`src/rtl/serial_clock_pkg.sv`:
```
package serial_clock_pkg;
  localparam int NV_BYTES   = 32;
  localparam int NV_AW      = $clog2(NV_BYTES);
  localparam int FRAME_BITS = 16;
  localparam int CMD_BITS   = 8;
  localparam int PHASE_W    = $clog2(FRAME_BITS + 1);
  localparam int TIME_SLOTS = 8;

  localparam logic [7:0] STATUS_RST   = 8'h90;
  localparam logic [7:0] CTRL_VAL     = 8'h00;
  localparam logic [7:0] NV_SEED      = 8'h5A;
  localparam logic [7:0] NV_STEP      = 8'h25;
  localparam logic [7:0] CMD_STATUS   = 8'h30;
  localparam logic [7:0] CMD_CTRL     = 8'h31;
  localparam logic [7:0] CMD_WR_BASE  = 8'h80;
  localparam logic [7:0] CMD_CLR      = 8'hB1;
  localparam logic [3:0] CMD_TIME_HI  = 4'h2;
  localparam logic [7:0] CLR_REQ_MASK = 8'h04;
  localparam logic [7:0] STATUS_FLAGS = 8'h18;

  function automatic logic [7:0] nv_init(int unsigned idx);
    logic [7:0] prod;
    prod = 8'(idx) * NV_STEP;
    return prod ^ NV_SEED;
  endfunction

  function automatic logic [7:0] to_bcd(logic [6:0] v);
    logic [3:0] tens;
    logic [6:0] rem;
    tens = '0;
    rem  = v;
    for (int k = 0; k < 9; k++) begin
      if (rem >= 7'd10) begin
        rem  = rem - 7'd10;
        tens = tens + 4'd1;
      end
    end
    return {tens, rem[3:0]};
  endfunction
endpackage

```
`src/rtl/serial_frame_ctl.sv`:
```
module serial_frame_ctl
  import serial_clock_pkg::*;
(
  input  logic               clk_i,
  input  logic               rst_ni,
  input  logic               ce_i,
  input  logic               sclk_i,
  input  logic               sdi_i,
  output logic               take_o,
  output logic [PHASE_W-1:0] phase_o,
  output logic [7:0]         cmd_o,
  output logic               commit_o,
  output logic [7:0]         commit_val_o
);
  localparam logic [PHASE_W-1:0] LAST_BIT = PHASE_W'(FRAME_BITS - 1);
  localparam logic [PHASE_W-1:0] END_BIT  = PHASE_W'(FRAME_BITS);
  localparam logic [PHASE_W-1:0] CMD_END  = PHASE_W'(CMD_BITS);

  logic               sclk_q;
  logic [PHASE_W-1:0] phase_q;
  logic [7:0]         cmd_q, val_q;
  logic               take;

  // falling edge while selected, frame not yet complete
  assign take = ce_i & sclk_q & ~sclk_i & (phase_q < END_BIT);

  always_ff @(posedge clk_i or negedge rst_ni) begin
    if (!rst_ni) begin
      sclk_q  <= 1'b0;
      phase_q <= '0;
      cmd_q   <= '0;
      val_q   <= '0;
    end else begin
      sclk_q <= sclk_i;
      if (!ce_i) begin
        phase_q <= '0;
        cmd_q   <= '0;
        val_q   <= '0;
      end else if (take) begin
        phase_q <= phase_q + 1'b1;
        if (phase_q < CMD_END) cmd_q <= {cmd_q[6:0], sdi_i};
        else                   val_q <= {val_q[6:0], sdi_i};
      end
    end
  end

  assign take_o       = take;
  assign phase_o      = phase_q;
  assign cmd_o        = cmd_q;
  assign commit_o     = take & (phase_q == LAST_BIT);
  assign commit_val_o = {val_q[6:0], sdi_i};
endmodule

```
`src/rtl/serial_clock_store.sv`:
```
module serial_clock_store
  import serial_clock_pkg::*;
(
  input  logic       clk_i,
  input  logic       rst_ni,
  input  logic [7:0] cmd_i,
  input  logic       commit_i,
  input  logic [7:0] commit_val_i,
  output logic [7:0] rd_o,
  output logic       irq_clr_o
);
  logic [7:0] nv_q [NV_BYTES];
  logic [7:0] status_q;
  logic [7:0] wr_off;
  logic       wr_hit, clr_hit, irq_clr_q;

  assign wr_off  = cmd_i - CMD_WR_BASE;
  assign wr_hit  = commit_i && (cmd_i >= CMD_WR_BASE) && (wr_off < 8'(NV_BYTES));
  assign clr_hit = commit_i && (cmd_i == CMD_CLR) && ((commit_val_i & CLR_REQ_MASK) != '0);

  always_ff @(posedge clk_i or negedge rst_ni) begin
    if (!rst_ni) begin
      for (int i = 0; i < NV_BYTES; i++) nv_q[i] <= nv_init(i);
    end else if (wr_hit) begin
      nv_q[wr_off[NV_AW-1:0]] <= commit_val_i;
    end
  end

  always_ff @(posedge clk_i or negedge rst_ni) begin
    if (!rst_ni) begin
      status_q  <= STATUS_RST;
      irq_clr_q <= 1'b0;
    end else begin
      irq_clr_q <= clr_hit;
      if (clr_hit) status_q <= status_q & ~STATUS_FLAGS;
    end
  end

  always_comb begin
    if (cmd_i < 8'(NV_BYTES))   rd_o = nv_q[cmd_i[NV_AW-1:0]];
    else if (cmd_i == CMD_STATUS) rd_o = status_q;
    else if (cmd_i == CMD_CTRL)   rd_o = CTRL_VAL;
    else                          rd_o = '0;
  end

  assign irq_clr_o = irq_clr_q;
endmodule

```
`src/rtl/serial_clock_time.sv`:
```
module serial_clock_time
  import serial_clock_pkg::*;
(
  input  logic [7:0] cmd_i,
  input  logic [5:0] sec_i,
  input  logic [5:0] min_i,
  input  logic [4:0] hour_i,
  input  logic [4:0] day_i,
  input  logic [3:0] month_i,
  input  logic [6:0] year_i,
  output logic [7:0] bcd_o
);
  logic [6:0] field [TIME_SLOTS];
  logic [7:0] bcd   [TIME_SLOTS];

  // slot order follows the low command nibble; slots 3 and 7 read zero
  assign field[0] = 7'(sec_i);
  assign field[1] = 7'(min_i);
  assign field[2] = 7'(hour_i);
  assign field[3] = '0;
  assign field[4] = 7'(day_i);
  assign field[5] = 7'(month_i);
  assign field[6] = year_i;
  assign field[7] = '0;

  for (genvar g = 0; g < TIME_SLOTS; g++) begin : g_bcd
    assign bcd[g] = to_bcd(field[g]);
  end

  assign bcd_o = (cmd_i[7:4] == CMD_TIME_HI && !cmd_i[3]) ? bcd[cmd_i[2:0]] : 8'h00;
endmodule

```
`src/rtl/serial_clock_slave.sv`:
```
module serial_clock_slave
  import serial_clock_pkg::*;
(
  input  logic       clk_i,
  input  logic       rst_ni,
  input  logic       ce_i,
  input  logic       sclk_i,
  input  logic       sdi_i,
  input  logic [5:0] sec_i,
  input  logic [5:0] min_i,
  input  logic [4:0] hour_i,
  input  logic [4:0] day_i,
  input  logic [3:0] month_i,
  input  logic [6:0] year_i,
  output logic       sdo_o,
  output logic       irq_clr_o
);
  localparam logic [PHASE_W-1:0] RD_FIRST = PHASE_W'(CMD_BITS);
  localparam logic [PHASE_W-1:0] RD_LAST  = PHASE_W'(FRAME_BITS - 1);

  logic               take_w, commit_w;
  logic [PHASE_W-1:0] phase_w;
  logic [7:0]         cmd_w, commit_val_w, store_rd_w, time_rd_w, rd_byte;
  logic               sdo_q;

  serial_frame_ctl u_frame (
    .clk_i        (clk_i),
    .rst_ni       (rst_ni),
    .ce_i         (ce_i),
    .sclk_i       (sclk_i),
    .sdi_i        (sdi_i),
    .take_o       (take_w),
    .phase_o      (phase_w),
    .cmd_o        (cmd_w),
    .commit_o     (commit_w),
    .commit_val_o (commit_val_w)
  );

  serial_clock_store u_store (
    .clk_i        (clk_i),
    .rst_ni       (rst_ni),
    .cmd_i        (cmd_w),
    .commit_i     (commit_w),
    .commit_val_i (commit_val_w),
    .rd_o         (store_rd_w),
    .irq_clr_o    (irq_clr_o)
  );

  serial_clock_time u_time (
    .cmd_i   (cmd_w),
    .sec_i   (sec_i),
    .min_i   (min_i),
    .hour_i  (hour_i),
    .day_i   (day_i),
    .month_i (month_i),
    .year_i  (year_i),
    .bcd_o   (time_rd_w)
  );

  // both sources return zero outside their own command range
  assign rd_byte = store_rd_w | time_rd_w;

  always_ff @(posedge clk_i or negedge rst_ni) begin
    if (!rst_ni)                sdo_q <= 1'b0;
    else if (!ce_i)             sdo_q <= 1'b0;
    else if (take_w && phase_w >= RD_FIRST && phase_w <= RD_LAST)
                                sdo_q <= rd_byte[~phase_w[2:0]];
  end

  assign sdo_o = sdo_q;
endmodule

```
`config.mk`:
```
export PLATFORM = sky130hd
export DESIGN_NAME = serial_clock_slave
export DESIGN_NICKNAME = d
export VERILOG_FILES = /design/src/rtl/serial_clock_pkg.sv /design/src/rtl/serial_frame_ctl.sv /design/src/rtl/serial_clock_store.sv /design/src/rtl/serial_clock_time.sv /design/src/rtl/serial_clock_slave.sv
export SDC_FILE = /design/constraint.sdc
export NUM_CORES = 1
export LEC_CHECK = 0
export BUFFER_PORTS_ARGS = -buffer_cell sky130_fd_sc_hd__buf_2
export CORE_UTILIZATION = 70
export CTS_CLUSTER_DIAMETER = 50
export CTS_CLUSTER_SIZE = 8
export DETAILED_ROUTE_END_ITERATION = 6
export MAX_ROUTING_LAYER = met4
export PLACE_DENSITY = 0.95
export SLEW_MARGIN = 30
export SYNTH_ARGS = -nofsm -noshare
export SYNTH_HDL_FRONTEND = slang
export SYNTH_SLANG_ARGS = --single-unit
export TNS_END_PERCENT = 1
```
`constraint.sdc`:
```
create_clock -name clk_i -period 8 [get_ports clk_i]
set_input_delay 0.4 -clock clk_i [delete_from_list [all_inputs] [get_ports clk_i]]
set_output_delay 0.4 -clock clk_i [all_outputs]
set_load 0.01 [all_outputs]
```
==> results of run 1 <==
[cells in the mapped netlist (19+ instances only)]
cell type / count / share of area [%]
a21o_1: 26 / 0.73
o31ai_1: 23 / 0.64
nand3_1: 81 / 1.5
nand2_1: 235 / 3.3
mux2_2: 299 / 13
mux4_2: 65 / 5.5
xor2_1: 41 / 1.3
and2_1: 43 / 1.0
o21ai_0: 126 / 2.4
nand2b_1: 53 / 1.2
a22oi_1: 36 / 1.0
o211ai_1: 48 / 1.3
nor2b_1: 54 / 1.3
nor2_1: 183 / 2.6
o211a_1: 23 / 0.86
a21oi_1: 121 / 2.3
xnor2_1: 94 / 3.1
ha_1: 118 / 5.5
mux2i_1: 61 / 2.3
a211oi_1: 36 / 1.0
a211o_1: 20 / 0.65
buf_2: 23 / 0.43
inv_1: 124 / 1.7
nand4_1: 26 / 0.61
o21ai_1: 23 / 0.43
dfstp_2: 126 / 12
clkbuf_1: 82 / 1.1
or3_1: 25 / 0.58
nor3_1: 80 / 1.5
a31oi_1: 29 / 0.68
or2_2: 29 / 0.68
and3_1: 19 / 0.44
dfrtp_1: 154 / 14
nor4_1: 22 / 0.51
[stage by stage]
stage               utilization (%)  setup WS [ns]
detailed placement             92.3          -3.99
floorplan                         -          -3.28
global placement               92.3          -2.71
[kinds of logic after synthesis]
group | after synthesis | share of synthesized area (%)
buffers and inverters | 255 | 3.78
other | 1 | 0.0140
AO/OA/AOI/OAI | 760 | 20.6
multiplexers | 429 | 20.5
XOR/XNOR | 139 | 4.68
AND/OR/NAND/NOR | 943 | 18.1
flip-flops | 280 | 26.8
adder cells (fa/ha/maj) | 119 | 5.55
==> impl_results.md, run 1 <==
* Status: aborted with a tool error
* Last stage: clock tree synthesis
* Run Error: [ERROR DPL-0038] Utilization greater than 100%, impossible to legalize
* FFs w/ async S/R, synth at 100%
* Die W at 198 um
* # hold bufs at CTS at 1
* Post-CTS Setup Bufs at 159
* Netlist cell types at 123
* Clock Path Buffers at 3
* Initial core utilization at just over 70%
* Root cell of the clock tree: clkbuf_16
* HPWL Detailed at 82900 um
* Placed cells at 4264
* CTS Sinks at 280
* Area after DPL at 0.0348 mm^2
* Post-CTS resize count at 264
* TritonCTS buffer count at 41
* IO Pins at 40
* Post-synth EDFFs at 0
* Chip Height at a little under 200 um
* IO buf count at 39
* Mapped Cells at 2926
* RePlAce Congestion at 1.09
* Core Rows at 71
* Syn_area_per_cell at 9.15 um^2
* Flops & latches, synth at 280
* H-tree levels at 2
* Mapped cell area at 0.0268 mm^2
* Ys flop type: dfrtp_1
* Sequential area share after synthesis at 26.8%
* Yosys warns at 0
==> run 2: changes to the inputs <==
Settings changed: CORE_UTILIZATION 70 to 40, CTS_CLUSTER_DIAMETER 50 to default, CTS_CLUSTER_SIZE 8 to default, MAX_ROUTING_LAYER met4 to default, PLACE_DENSITY 0.95 to default, PLACE_DENSITY_LB_ADDON from default to 0.15.
==> run 2 against run 1 <==
  * Synthesized cell count unchanged
  * The flow now finishes, with violations (design-rule violations, negative setup slack)
  * Synthesized area unchanged
==> impl_results.md, run 2 <==
* Mapped cell area at 0.0268 mm^2 (unchanged)
* Most frequent cells in the layout: buf_4 (1136), mux2_2 (291), nand2_1 (223), nor2_1 (170), dfrtp_1 (148)
* CP startpoint kind: input pin
* CP Capture Type: flop
* Tightest Pin Transition at approximately 0.95 ns
* DR iter-0 viols at approximately 2000
* Crit path max-delay cell type: a311o_1
* Syn_area_per_cell at 9.15 um^2 (unchanged)
* Slowest stage delay, CP at 0.42 ns
* HPWL Detailed at 62900 um (-24%)
* Top cell type's share of synthesized area at 14.4% (unchanged)
* IO Pins at 40 (unchanged)
* CP Launch Point: year_i[2]
* CTS tree: built
* Initial antenna violation count at 0
* Final nets at 4170
* R2R Path End: sdo_o$_DFFE_PN0P_
* Die area at around 0.07 mm^2
* Core area at 0.0660 mm^2
* Largest register FFs at 256
* Max-Cap Viols at 0
* Critical path required time at 8.44 ns
* Cell taking the most area after synthesis: dfrtp_1
* Area Overhead vs Synth at 44.4%
* Remaining DRCs at 1
* TritonCTS buffer count at 28 (-32%)
* Multi-input gate area at approximately 0.020 mm^2
* Top reg by flops: u_store.nv_q
* Top cells by count, synth: mux2_2 (299), nand2_1 (235), nor2_1 (183)
* Share of layout cells above drive strength 1 at 50.5%
* Sequential area share after synthesis at 26.8% (unchanged)
* Worst r2r src: u_frame.cmd_o[0]$_DFFE_PN0P_
* Pre-antenna DRT Iters at 7
* DR WL/cell at 17.4 um
* R2r worst-path depth at 14
* Simple-Gate Fraction of Synth Area at 18.1% (unchanged)
* IO buf count at 39 (unchanged)
* RePlAce Congestion at 0.917 (-16%)
* Final Critical Period at 10.61 ns
* RSZ-0062 raised after global routing: yes
* Adder-cell share of the synthesized area at 5.55% (unchanged)
* Final Cycle Share at 133%
* Final Hold Vio Count at 0
* FFs w/ async S/R, synth at 100% (unchanged)
* Mux share of post-synthesis cell area at 20.5% (unchanged)
* Commonest non-fill, non-tap cell in the layout: buf_4
* Clock transition at path regs at 0.07 ns
* Status: finished with violations
* Crit path capture: sdo_o$_DFFE_PN0P_
* Arr. time, crit path at 11.05 ns
* Final WS setup at -2.61 ns
* Vias in the first global route at 28100
* CP max FO at 5
* FF/Latch Area at 0.00718 mm^2
* Post-synth EDFFs at 0 (unchanged)
* Fillers at 5691
* Clock skew at 0.0113 ns
* H-tree levels at 1 (-1)
* Die W at 261 um (+32%)
* Final setup TNS at -2.61 ns
* Fmax at 94.2 MHz
* Hold_ws at approximately 0.035 ns
* Vias at 27500
* Critical path class: input pin to flop
* R2R Setup Slk at 3.26 ns
* Diode count at 0
* Chip Height at 261 um (+32%)
* Clk_lat worst skew at 0.55 ns
* Area after DPL at 0.0357 mm^2 (+2.5%)
* Worst hold-check path type: input pin to flop
* Initial core utilization at 40.6% (-31 points)
* Count leader, synth: mux2_2
* Worst hold stages at 1
* Fin area at 0.0387 mm^2
* DRT antenna net count at 0
* Root cell of the clock tree: clkbuf_16
* Final Max Slew Viols at 0
* XOR/XNOR Fraction of Synth Area at 4.68% (unchanged)
* Synth top area cells: dfrtp_1 (14%), mux2_2 (13%), dfstp_2 (12%)
* Worst slew margin at 35.2%
* Failing checks: design-rule violations, negative setup slack
* Core Rows at 94 (+32%)
* Vias per cell at 5.62
* Clock Path Buffers at 3 (unchanged)
* Most common cell on crit path: ha_2
* Yosys warns at 0 (unchanged)
* Final setup fails at 1
* Flops & latches, synth at 280 (unchanged)
* Gr ovfl total at 0
* Global Route Usage Sum at 24.7%
* Largest net degree at the start of global routing at between 150 and 200
* Compound-cell area share of the yosys netlist at 20.6% (unchanged)
* Netlist cell types at 123 (unchanged)
* First-pass GRT wire length at 141000 um
* Combinational family with the most area after synthesis: compound AO/OA/AOI/OAI gates
* Drt total wl at around 85000 um
* Ys flop type: dfrtp_1
* Mapped Cells at 2926 (unchanged)
* CTS Sinks at 280 (unchanged)
==> run 2: how the worst min path moves through the flow <==
stage,start,to,slack (ns)
2_1_floorplan,rst_ni,sdo_o$_DFFE_PN0P_,0.10
3_3_place_gp,rst_ni,u_store.nv_q[46]$_DFFE_PN0P_,0.44
3_5_place_dp,rst_ni,u_store.nv_q[38]$_DFFE_PN0P_,0.45
4_1_cts,sclk_i,u_frame.sclk_q$_DFF_PN0_,0.02
5_1_grt,sclk_i,u_frame.sclk_q$_DFF_PN0_,0.02
6_report,sclk_i,u_frame.sclk_q$_DFF_PN0_,0.04
==> run 2: critical path: cells and delay by family <==
family / cells / cell delay, ns
fa+ha+maj: 9 / 1.61
compound gates: 19 / 3.75
mux: 1 / 0.36
buf+inv: 9 / 0.83
xor+xnor: 3 / 0.50
simple gates: 25 / 3.58
==> run 2: kinds of logic after synthesis <==
| family | after synthesis |
|---|---|
| simple gates | 943 |
| compound gates | 760 |
| mux | 429 |
| flops | 280 |
| buf+inv | 255 |
| xor+xnor | 139 |
| fa+ha+maj | 119 |
| other cells | 1 |
==> run 2: layer usage <==
layer | vias to the layer above | wire, um | track usage [%]
met3 | 135 | 3130 | 1.88
li1 | 13300 | - | -
met4 | 0 | 1720 | 5.46
met5 | - | 0 | 0
met2 | 630 | 42400 | 44.5
met1 | 13500 | 37900 | 32.0
==> run 2: layout make-up <==
type / instances / area share (%)
tap: 864 / 2.80
multi-input combinational: 2392 / 52.0
clock buffer: 42 / 2.18
sequential: 280 / 18.6
timing repair buffer: 1181 / 22.9
clock inverter: 10 / 0.214
inverter: 131 / 1.32
==> run 2: per-stage QoR <==
stage	worst slack, ns	util, %	instances
2_1_floorplan	-3.28	-	2927
3_3_place_gp	-3.18	54.0	4674
3_5_place_dp	-3.29	54.0	4674
4_1_cts	-1.97	58.5	4896
5_1_grt	-3.11	58.6	4900
6_report	-2.61	58.6	4900
==> run 2: what timing repair did <==
item                                    CTS  global route
resized for setup                       161             7
endpoints found under the hold margin    50             0
pin swaps                               133             4
endpoints found under the setup margin    1             1
setup buffers                           170             3
hold buffers                              1             0
Power of run 2 is left out: the tool's default activity adds up to more than one toggle a clock period on the data nets, which glitch-free logic cannot reach.
